===== src/rtl/irqagg_pkg.sv =====
package irqagg_pkg;
    localparam int SRC_PER_WORD = 32;

    typedef enum logic [1:0] {
        ST_OFF    = 2'd0,
        ST_QUIET  = 2'd1,
        ST_FIRING = 2'd2
    } agg_state_e;
endpackage


===== src/rtl/irqagg_regs.sv =====
module irqagg_regs
    import irqagg_pkg::*;
#(
    parameter int NWORDS = 2,
    parameter int AW     = 8
) (
    input  logic                             clk,
    input  logic                             rst_n,
    input  logic [AW-1:0]                    addr_i,
    input  logic                             we_i,
    input  logic [31:0]                      wdata_i,
    input  logic [NWORDS*SRC_PER_WORD-1:0]   status_i,
    input  logic [NWORDS-1:0]                summary_i,
    output logic [31:0]                      rdata_o,
    output logic                             en_o,
    output logic                             gate_o,
    output logic [NWORDS*SRC_PER_WORD-1:0]   mask_o,
    output logic [NWORDS*SRC_PER_WORD-1:0]   set_o
);
    localparam int CTRL_ADDR  = 0;
    localparam int MASK_BASE  = 4;
    localparam int SET_BASE   = 4 + 4 * NWORDS;
    localparam int STAT_BASE  = 4 + 8 * NWORDS;
    localparam int MDIS_ADDR  = 4 + 12 * NWORDS;
    localparam int MSUM_ADDR  = MDIS_ADDR + 4;

    logic        en_q;
    logic [31:0] mdis_q;
    logic [31:0] mask_q [NWORDS];
    logic [31:0] set_q  [NWORDS];

    always_ff @(posedge clk) begin
        if (!rst_n) begin
            en_q   <= 1'b0;
            mdis_q <= '0;
        end else if (we_i) begin
            if (addr_i == AW'(CTRL_ADDR)) en_q   <= wdata_i[0];
            if (addr_i == AW'(MDIS_ADDR)) mdis_q <= wdata_i;
        end
    end

    for (genvar w = 0; w < NWORDS; w++) begin : g_word
        always_ff @(posedge clk) begin
            if (!rst_n) begin
                mask_q[w] <= '0;
                set_q[w]  <= '0;
            end else if (we_i) begin
                if (addr_i == AW'(MASK_BASE + 4 * w)) mask_q[w] <= wdata_i;
                if (addr_i == AW'(SET_BASE + 4 * w))  set_q[w]  <= wdata_i;
            end
        end
        assign mask_o[w*SRC_PER_WORD +: SRC_PER_WORD] = mask_q[w];
        assign set_o[w*SRC_PER_WORD +: SRC_PER_WORD]  = set_q[w];

        // a mask write is visible in the register on the next cycle
        a_r2_mask_readback: assert property (@(posedge clk) disable iff (!rst_n)
            (we_i && addr_i == AW'(MASK_BASE + 4 * w)) |=> (mask_q[w] == $past(wdata_i)));
    end

    always_comb begin
        rdata_o = '0;
        if (addr_i == AW'(CTRL_ADDR)) rdata_o = {31'b0, en_q};
        if (addr_i == AW'(MDIS_ADDR)) rdata_o = mdis_q;
        if (addr_i == AW'(MSUM_ADDR)) rdata_o = {{(32-NWORDS){1'b0}}, summary_i};
        for (int w = 0; w < NWORDS; w++) begin
            if (addr_i == AW'(MASK_BASE + 4 * w)) rdata_o = mask_q[w];
            if (addr_i == AW'(SET_BASE + 4 * w))  rdata_o = set_q[w];
            if (addr_i == AW'(STAT_BASE + 4 * w))
                rdata_o = status_i[w*SRC_PER_WORD +: SRC_PER_WORD];
        end
    end

    assign en_o   = en_q;
    assign gate_o = |mdis_q;
endmodule


===== src/rtl/irqagg_pending.sv =====
module irqagg_pending
    import irqagg_pkg::*;
#(
    parameter int NWORDS = 2
) (
    input  logic                           clk,
    input  logic                           rst_n,
    input  logic [NWORDS*SRC_PER_WORD-1:0] src_i,
    input  logic [NWORDS*SRC_PER_WORD-1:0] mask_i,
    input  logic [NWORDS*SRC_PER_WORD-1:0] set_i,
    output logic [NWORDS*SRC_PER_WORD-1:0] status_o,
    output logic [NWORDS-1:0]              summary_o,
    output logic                           any_o
);
    for (genvar w = 0; w < NWORDS; w++) begin : g_word
        localparam int LO = w * SRC_PER_WORD;
        assign status_o[LO +: SRC_PER_WORD] =
            (src_i[LO +: SRC_PER_WORD] | set_i[LO +: SRC_PER_WORD]) & mask_i[LO +: SRC_PER_WORD];
        assign summary_o[w] = |status_o[LO +: SRC_PER_WORD];
    end

    assign any_o = |summary_o;

    // no pending bit may appear outside its mask
    a_r3_status_within_mask: assert property (@(posedge clk) disable iff (!rst_n)
        ((status_o & ~mask_i) == '0));

    // summary is empty exactly when all status words are empty
    a_r5_summary_agrees: assert property (@(posedge clk) disable iff (!rst_n)
        (($countones(summary_o) == 0) == (status_o == '0)));
endmodule


===== src/rtl/irqagg_fsm.sv =====
module irqagg_fsm
    import irqagg_pkg::*;
(
    input  logic clk,
    input  logic rst_n,
    input  logic en_i,
    input  logic gate_i,
    input  logic any_i,
    output logic irq_o
);
    agg_state_e state_q, state_d;

    always_ff @(posedge clk) begin
        if (!rst_n) state_q <= ST_OFF;
        else        state_q <= state_d;
    end

    always_comb begin
        unique case (state_q)
            ST_OFF, ST_QUIET, ST_FIRING: begin
                if (!en_i || gate_i) state_d = ST_OFF;     // gate
                else if (any_i)      state_d = ST_FIRING;  // fire
                else                 state_d = ST_QUIET;   // arm
            end
            default: state_d = ST_OFF;
        endcase
    end

    always_comb begin
        irq_o = (state_q == ST_FIRING);
    end

    // disabled channel silences the request next cycle
    a_r7_off_when_disabled: assert property (@(posedge clk) disable iff (!rst_n)
        !en_i |=> !irq_o);
    // master disable silences the request next cycle
    a_r8_off_when_gated: assert property (@(posedge clk) disable iff (!rst_n)
        gate_i |=> !irq_o);
    // pending and allowed raises the request next cycle
    a_r6_fire: assert property (@(posedge clk) disable iff (!rst_n)
        (en_i && !gate_i && any_i) |=> irq_o);
    // nothing pending drops the request next cycle
    a_r6_quiet: assert property (@(posedge clk) disable iff (!rst_n)
        !any_i |=> !irq_o);
endmodule


===== src/rtl/irqagg_top.sv =====
module irqagg_top
    import irqagg_pkg::*;
#(
    parameter int NWORDS = 2,
    parameter int AW     = 8
) (
    input  logic                           clk,
    input  logic                           rst_n,
    input  logic [NWORDS*SRC_PER_WORD-1:0] src_i,
    input  logic [AW-1:0]                  reg_addr_i,
    input  logic                           reg_we_i,
    input  logic [31:0]                    reg_wdata_i,
    output logic [31:0]                    reg_rdata_o,
    output logic                           parent_irq_o
);
    localparam int NSRC = NWORDS * SRC_PER_WORD;

    logic [NSRC-1:0]   mask_w, set_w, status_w;
    logic [NWORDS-1:0] summary_w;
    logic              en_w, gate_w, any_w;

    irqagg_regs #(.NWORDS(NWORDS), .AW(AW)) u_regs (
        .clk       (clk),
        .rst_n     (rst_n),
        .addr_i    (reg_addr_i),
        .we_i      (reg_we_i),
        .wdata_i   (reg_wdata_i),
        .status_i  (status_w),
        .summary_i (summary_w),
        .rdata_o   (reg_rdata_o),
        .en_o      (en_w),
        .gate_o    (gate_w),
        .mask_o    (mask_w),
        .set_o     (set_w)
    );

    irqagg_pending #(.NWORDS(NWORDS)) u_pend (
        .clk       (clk),
        .rst_n     (rst_n),
        .src_i     (src_i),
        .mask_i    (mask_w),
        .set_i     (set_w),
        .status_o  (status_w),
        .summary_o (summary_w),
        .any_o     (any_w)
    );

    irqagg_fsm u_fsm (
        .clk    (clk),
        .rst_n  (rst_n),
        .en_i   (en_w),
        .gate_i (gate_w),
        .any_i  (any_w),
        .irq_o  (parent_irq_o)
    );
endmodule


===== config.mk =====
export PLATFORM = sky130hd
export DESIGN_NAME = irqagg_top
export DESIGN_NICKNAME = d
export VERILOG_FILES = /design/src/rtl/irqagg_pkg.sv /design/src/rtl/irqagg_regs.sv /design/src/rtl/irqagg_pending.sv /design/src/rtl/irqagg_fsm.sv /design/src/rtl/irqagg_top.sv
export SDC_FILE = /design/constraint.sdc
export NUM_CORES = 1
export LEC_CHECK = 0
export ABC_AREA = 1
export BUFFER_PORTS_ARGS = -buffer_cell sky130_fd_sc_hd__buf_2
export CAP_MARGIN = 30
export CORE_ASPECT_RATIO = 0.8
export CORE_UTILIZATION = 35
export DETAILED_ROUTE_END_ITERATION = 10
export HOLD_SLACK_MARGIN = 0.02
export PLACE_DENSITY = 0.58
export SETUP_SLACK_MARGIN = 0.05
export SLEW_MARGIN = 15
export SYNTH_ARGS = -nofsm -noshare
export SYNTH_HDL_FRONTEND = slang
export SYNTH_SLANG_ARGS = --single-unit

===== constraint.sdc =====
create_clock -name clk -period 10 [get_ports clk]
set_input_delay 1.5 -clock clk [delete_from_list [all_inputs] [get_ports clk]]
set_output_delay 1.5 -clock clk [all_outputs]
set_load 0.01 [all_outputs]

==> impl_table.tex <==
\begin{tabular}{lr}
\hline
Metric & Value \\
\hline
\multicolumn{2}{l}{\textbf{Timing}} \\
\quad Slew at the pin closest to its max-slew limit & 0.915 ns \\
\quad Worst rel slew slack & 0.389 \\
\quad Top achievable clock speed & 195 MHz \\
\quad Min setup slack post-route & 4.86 ns \\
\quad Final period utilization & 0.514 \\
\quad Setup TNS after final layout & 0 ns \\
\quad RSZ-0062 raised after global routing & no \\
\quad Final Critical Period & 5.14 ns \\
\quad Setup-failing EPs final & 0 \\
\quad Pins over their slew limit & 0 \\
\quad Final worst clock skew & 0.0122 ns \\
\quad Number of hold violations in the final report & 0 \\
\multicolumn{2}{l}{\textbf{Worst setup path}} \\
\quad Largest fanout on the critical path & 18 \\
\quad Req. time, crit path & 8.50 ns \\
\quad Cell seen most often among critical-path stages & nand2\_1 \\
\quad Worst endpoint data arrival time & 3.64 ns \\
\quad Crit Reg-Reg Startpoint & u\_regs.set\_q[1][31] \\
\quad Category of the worst setup path launch point & input port \\
\quad Setup CP Type & input port to output port \\
\quad Worst setup EP type & output port \\
\quad Maximum single-stage delay on the critical path & 0.54 ns \\
\quad Launching instance or port of the critical path & reg\_addr\_i[6] \\
\quad Critical-path cell list & buf\_2 > inv\_1 > nand2\_1 > nor3\_2 > nand2\_1 > inv\_1 > buf\_4 > nand2\_1 > nand4\_1 > nor2\_1 > nand4\_1 > buf\_2 \\
\quad CP max stage cell & inv\_1 \\
\multicolumn{2}{l}{\textbf{Floorplan}} \\
\quad Die footprint & 23,300 um2 \\
\quad Placeable Area & 21,900 um2 \\
\quad Number of I/O pins & 140 \\
\quad Die W & 170 um \\
\quad Starting Density & 0.363 \\
\quad Standard-cell rows & 48 \\
\quad Vertical extent of the die & 137 um \\
\multicolumn{2}{l}{\textbf{CTS}} \\
\quad Cts-stage hold buffer count & 0 \\
\quad Number of setup buffers added after CTS & 0 \\
\quad Clock Root Buffer & clkbuf\_16 \\
\quad CTS tree & yes \\
\quad Number of resized instances in the post-cts repair step & 0 \\
\quad Clock sink total & 163 \\
\quad H-tree depth reported by CTS & 4 \\
\quad Number of buffers inserted during clock tree synthesis & 17 \\
\quad Skew-Pair Late Insertion Delay & 0.43 ns \\
\quad Clock transition at the registers of the reported paths & 0.06 ns \\
\quad CTS Buffer Depth & 2 \\
\multicolumn{2}{l}{\textbf{Placed design}} \\
\quad Dpl cell area & 8980 um2 \\
\quad DPL Wire Length & 17.0 mm \\
\quad \# port buffers & 139 \\
\quad Routability congestion estimate & 0.794 \\
\quad Post-Place Setup Slack & 4.84 ns \\
\quad Placed cell count & 1,308 \\
\multicolumn{2}{l}{\textbf{GRT}} \\
\quad Via count of the first global-routing pass & 6,526 \\
\quad Maximum number of pins on one net before global-route repair & 64 \\
\quad First-pass GRT wire length & 37.8 mm \\
\quad Number of antenna violations at the first check in global routing & 0 \\
\quad Remaining Overflow, GRT & 0 \\
\quad Total GRT Usage & 0.223 \\
\multicolumn{2}{l}{\textbf{Route}} \\
\quad Number of design rule violations left after detail routing & 0 \\
\quad Number of violations reported at the end of detailed-routing iteration 0 & 465 \\
\quad Remaining number of nets flagged by the antenna check after routing & 0 \\
\quad Total Routed Length & 24.9 mm \\
\quad Count of TritonRoute iterations in the first routing pass & 5 \\
\quad Drt via density & 5.11 \\
\quad Detailed-route wire length per cell & 18.6 um \\
\quad Total number of vias & 6,863 \\
\multicolumn{2}{l}{\textbf{Final layout}} \\
\quad Post-route design area & 9690 um2 \\
\quad Fraction of layout instances using a drive strength above 1 & 0.212 \\
\quad Post-route non-filler standard cell count & 1,343 \\
\quad Top library cells by usage in the layout, fill and taps aside & 176 x nor2\_1, 156 x nand2\_1, 139 x buf\_2 \\
\quad Count of inserted antenna diode cells & 0 \\
\quad Area Growth Syn to Fin & 22.2\% \\
\quad Filler cell count & 2,237 \\
\quad Post-layout nets & 1,137 \\
\quad Most common library cell in the layout ignoring fill and taps & nor2\_1 \\
\multicolumn{2}{l}{\textbf{Yosys}} \\
\quad Instance count of the mapped netlist & 900 \\
\quad Cell area after synthesis & 7930 um2 \\
\quad Net Count, Synth & 1,007 \\
\quad Fraction of synthesized cell area taken by the top area cell type & 0.485 \\
\quad YS warnings & 0 \\
\quad Top post-synthesis cells by area & edfxtp\_1 48\%, dfxtp\_1 8.8\%, nor2\_1 8.3\%, o21ai\_0 8.2\%, nand2\_1 7.4\% \\
\quad Count of unique library cells instantiated by Yosys & 24 \\
\quad Total of flip-flops plus latches after synthesis & 163 \\
\quad Proportion of synthesized chip area in sequential cells & 0.573 \\
\quad Synthesized area per cell & 8.81 um2 \\
\quad Cell type with the largest total area after synthesis & edfxtp\_1 \\
\multicolumn{2}{l}{\textbf{Power}} \\
\quad Ratio of total power to cell area & 163 nW/um2 \\
\quad Net switching power figure & 340 uW \\
\quad Worst voltage drop across the vdd grid & 0.0000857 V \\
\quad Register share of total power & 0.489 \\
\quad Internal cell power & 1.24 mW \\
\quad Clock network fraction of design power & 0.453 \\
\quad Combinational share of power & 0.059 \\
\quad Pleak & 3.78 nW \\
\quad Share of total power consumed by net switching & 0.215 \\
\multicolumn{2}{l}{\textbf{Outcome}} \\
\quad Status & completed \\
\multicolumn{2}{l}{\textbf{Min path}} \\
\quad Source of the worst hold timing path & u\_regs.mdis\_q[23] \\
\quad Path class of the lowest-slack min-delay path & flip-flop to flip-flop \\
\multicolumn{2}{l}{\textbf{Flow run}} \\
\quad Total of max-cap violations & 0 \\
\hline
\end{tabular}
[power by group through the flow]
stage / Combinational (mW) / Clock, mW / Sequential (mW)
after detailed placement: 0.0927 / 0 / 0.784
after global routing: 0.102 / 0.746 / 0.773
final: 0.0927 / 0.713 / 0.770
after CTS: 0.0934 / 0.718 / 0.770
after global placement: 0.0917 / 0 / 0.784
after floorplan: 0.0410 / 0 / 0.781
[synthesized netlist by cell type]
library cell / n
nor3_1: 5
nor4_4: 1
buf_2: 17
clkbuf_1: 18
buf_4: 1
o2111ai_1: 16
edfxtp_1: 128
nand3_2: 1
nand2_1: 156
nor2_1: 176
nand4_1: 21
nor3_2: 3
nand2_2: 1
inv_1: 79
a21oi_1: 33
inv_2: 1
or2_2: 16
buf_1: 8
o21ai_0: 130
a211oi_1: 30
dfxtp_1: 35
nor4_1: 8
nor2_2: 10
nand3_1: 6
[routing by layer]
layer,vias to the layer above,GRT usage,share of wire
li1,3349,-,-
met4,0,0.0465,0.0091
met3,13,0.0437,0.070
met2,249,0.348,0.44
met5,-,0,0
met1,3252,0.319,0.48
[final timing paths]
| check | end | slack [ns] | depth (start not counted) |
|---|---|---|---|
| setup / recovery | reg_rdata_o[1] | 4.86 | 12 |
| hold / removal | u_regs.mdis_q[23] | 0.47 | 2 |
| setup reg to reg | u_fsm.state_q[1] | 8.12 | 8 |
| hold reg to reg | u_regs.mdis_q[23] | 0.47 | 2 |
[final cells by class]
class | count | area, um2 | area share
Tap cell | 300 | 375 | 0.0387
Inverter | 80 | 300 | 0.0310
Multi-Input combinational cell | 613 | 2940 | 0.303
Timing Repair Buffer | 155 | 901 | 0.0930
Clock buffer | 23 | 458 | 0.0473
Sequential cell | 163 | 4540 | 0.469
Clock inverter | 9 | 178 | 0.0183
[flip-flops by register name, indices dropped and copies added (netlist names)]
| signal | count |
|---|---|
| u_regs.mask_q | 64 |
| u_regs.set_q | 64 |
| u_regs.mdis_q | 32 |
| u_fsm.state_q | 2 |
| u_regs.en_o | 1 |
[critical path: cells and delay by family]
family                 cells  cell delay, ns
and+or+nand+nor            7            0.93
buffers and inverters      5            1.19
[stage by stage]
stage	utilization	total power [mW]	hold WS, ns
finish	0.443	1.58	0.471
global route	0.443	1.62	0.483
CTS	0.440	1.58	0.470
detailed placement	0.411	0.876	0.460
global placement	0.409	0.875	0.460
floorplan	-	0.822	0.438
[logic make-up after synthesis]
| family | synth area share |
|---|---|
| buffers and inverters | 0.0619 |
| AND/OR/NAND/NOR | 0.216 |
| AO/OA/AOI/OAI | 0.149 |
| flip-flops | 0.573 |
(Power assumes the default switching activity.)
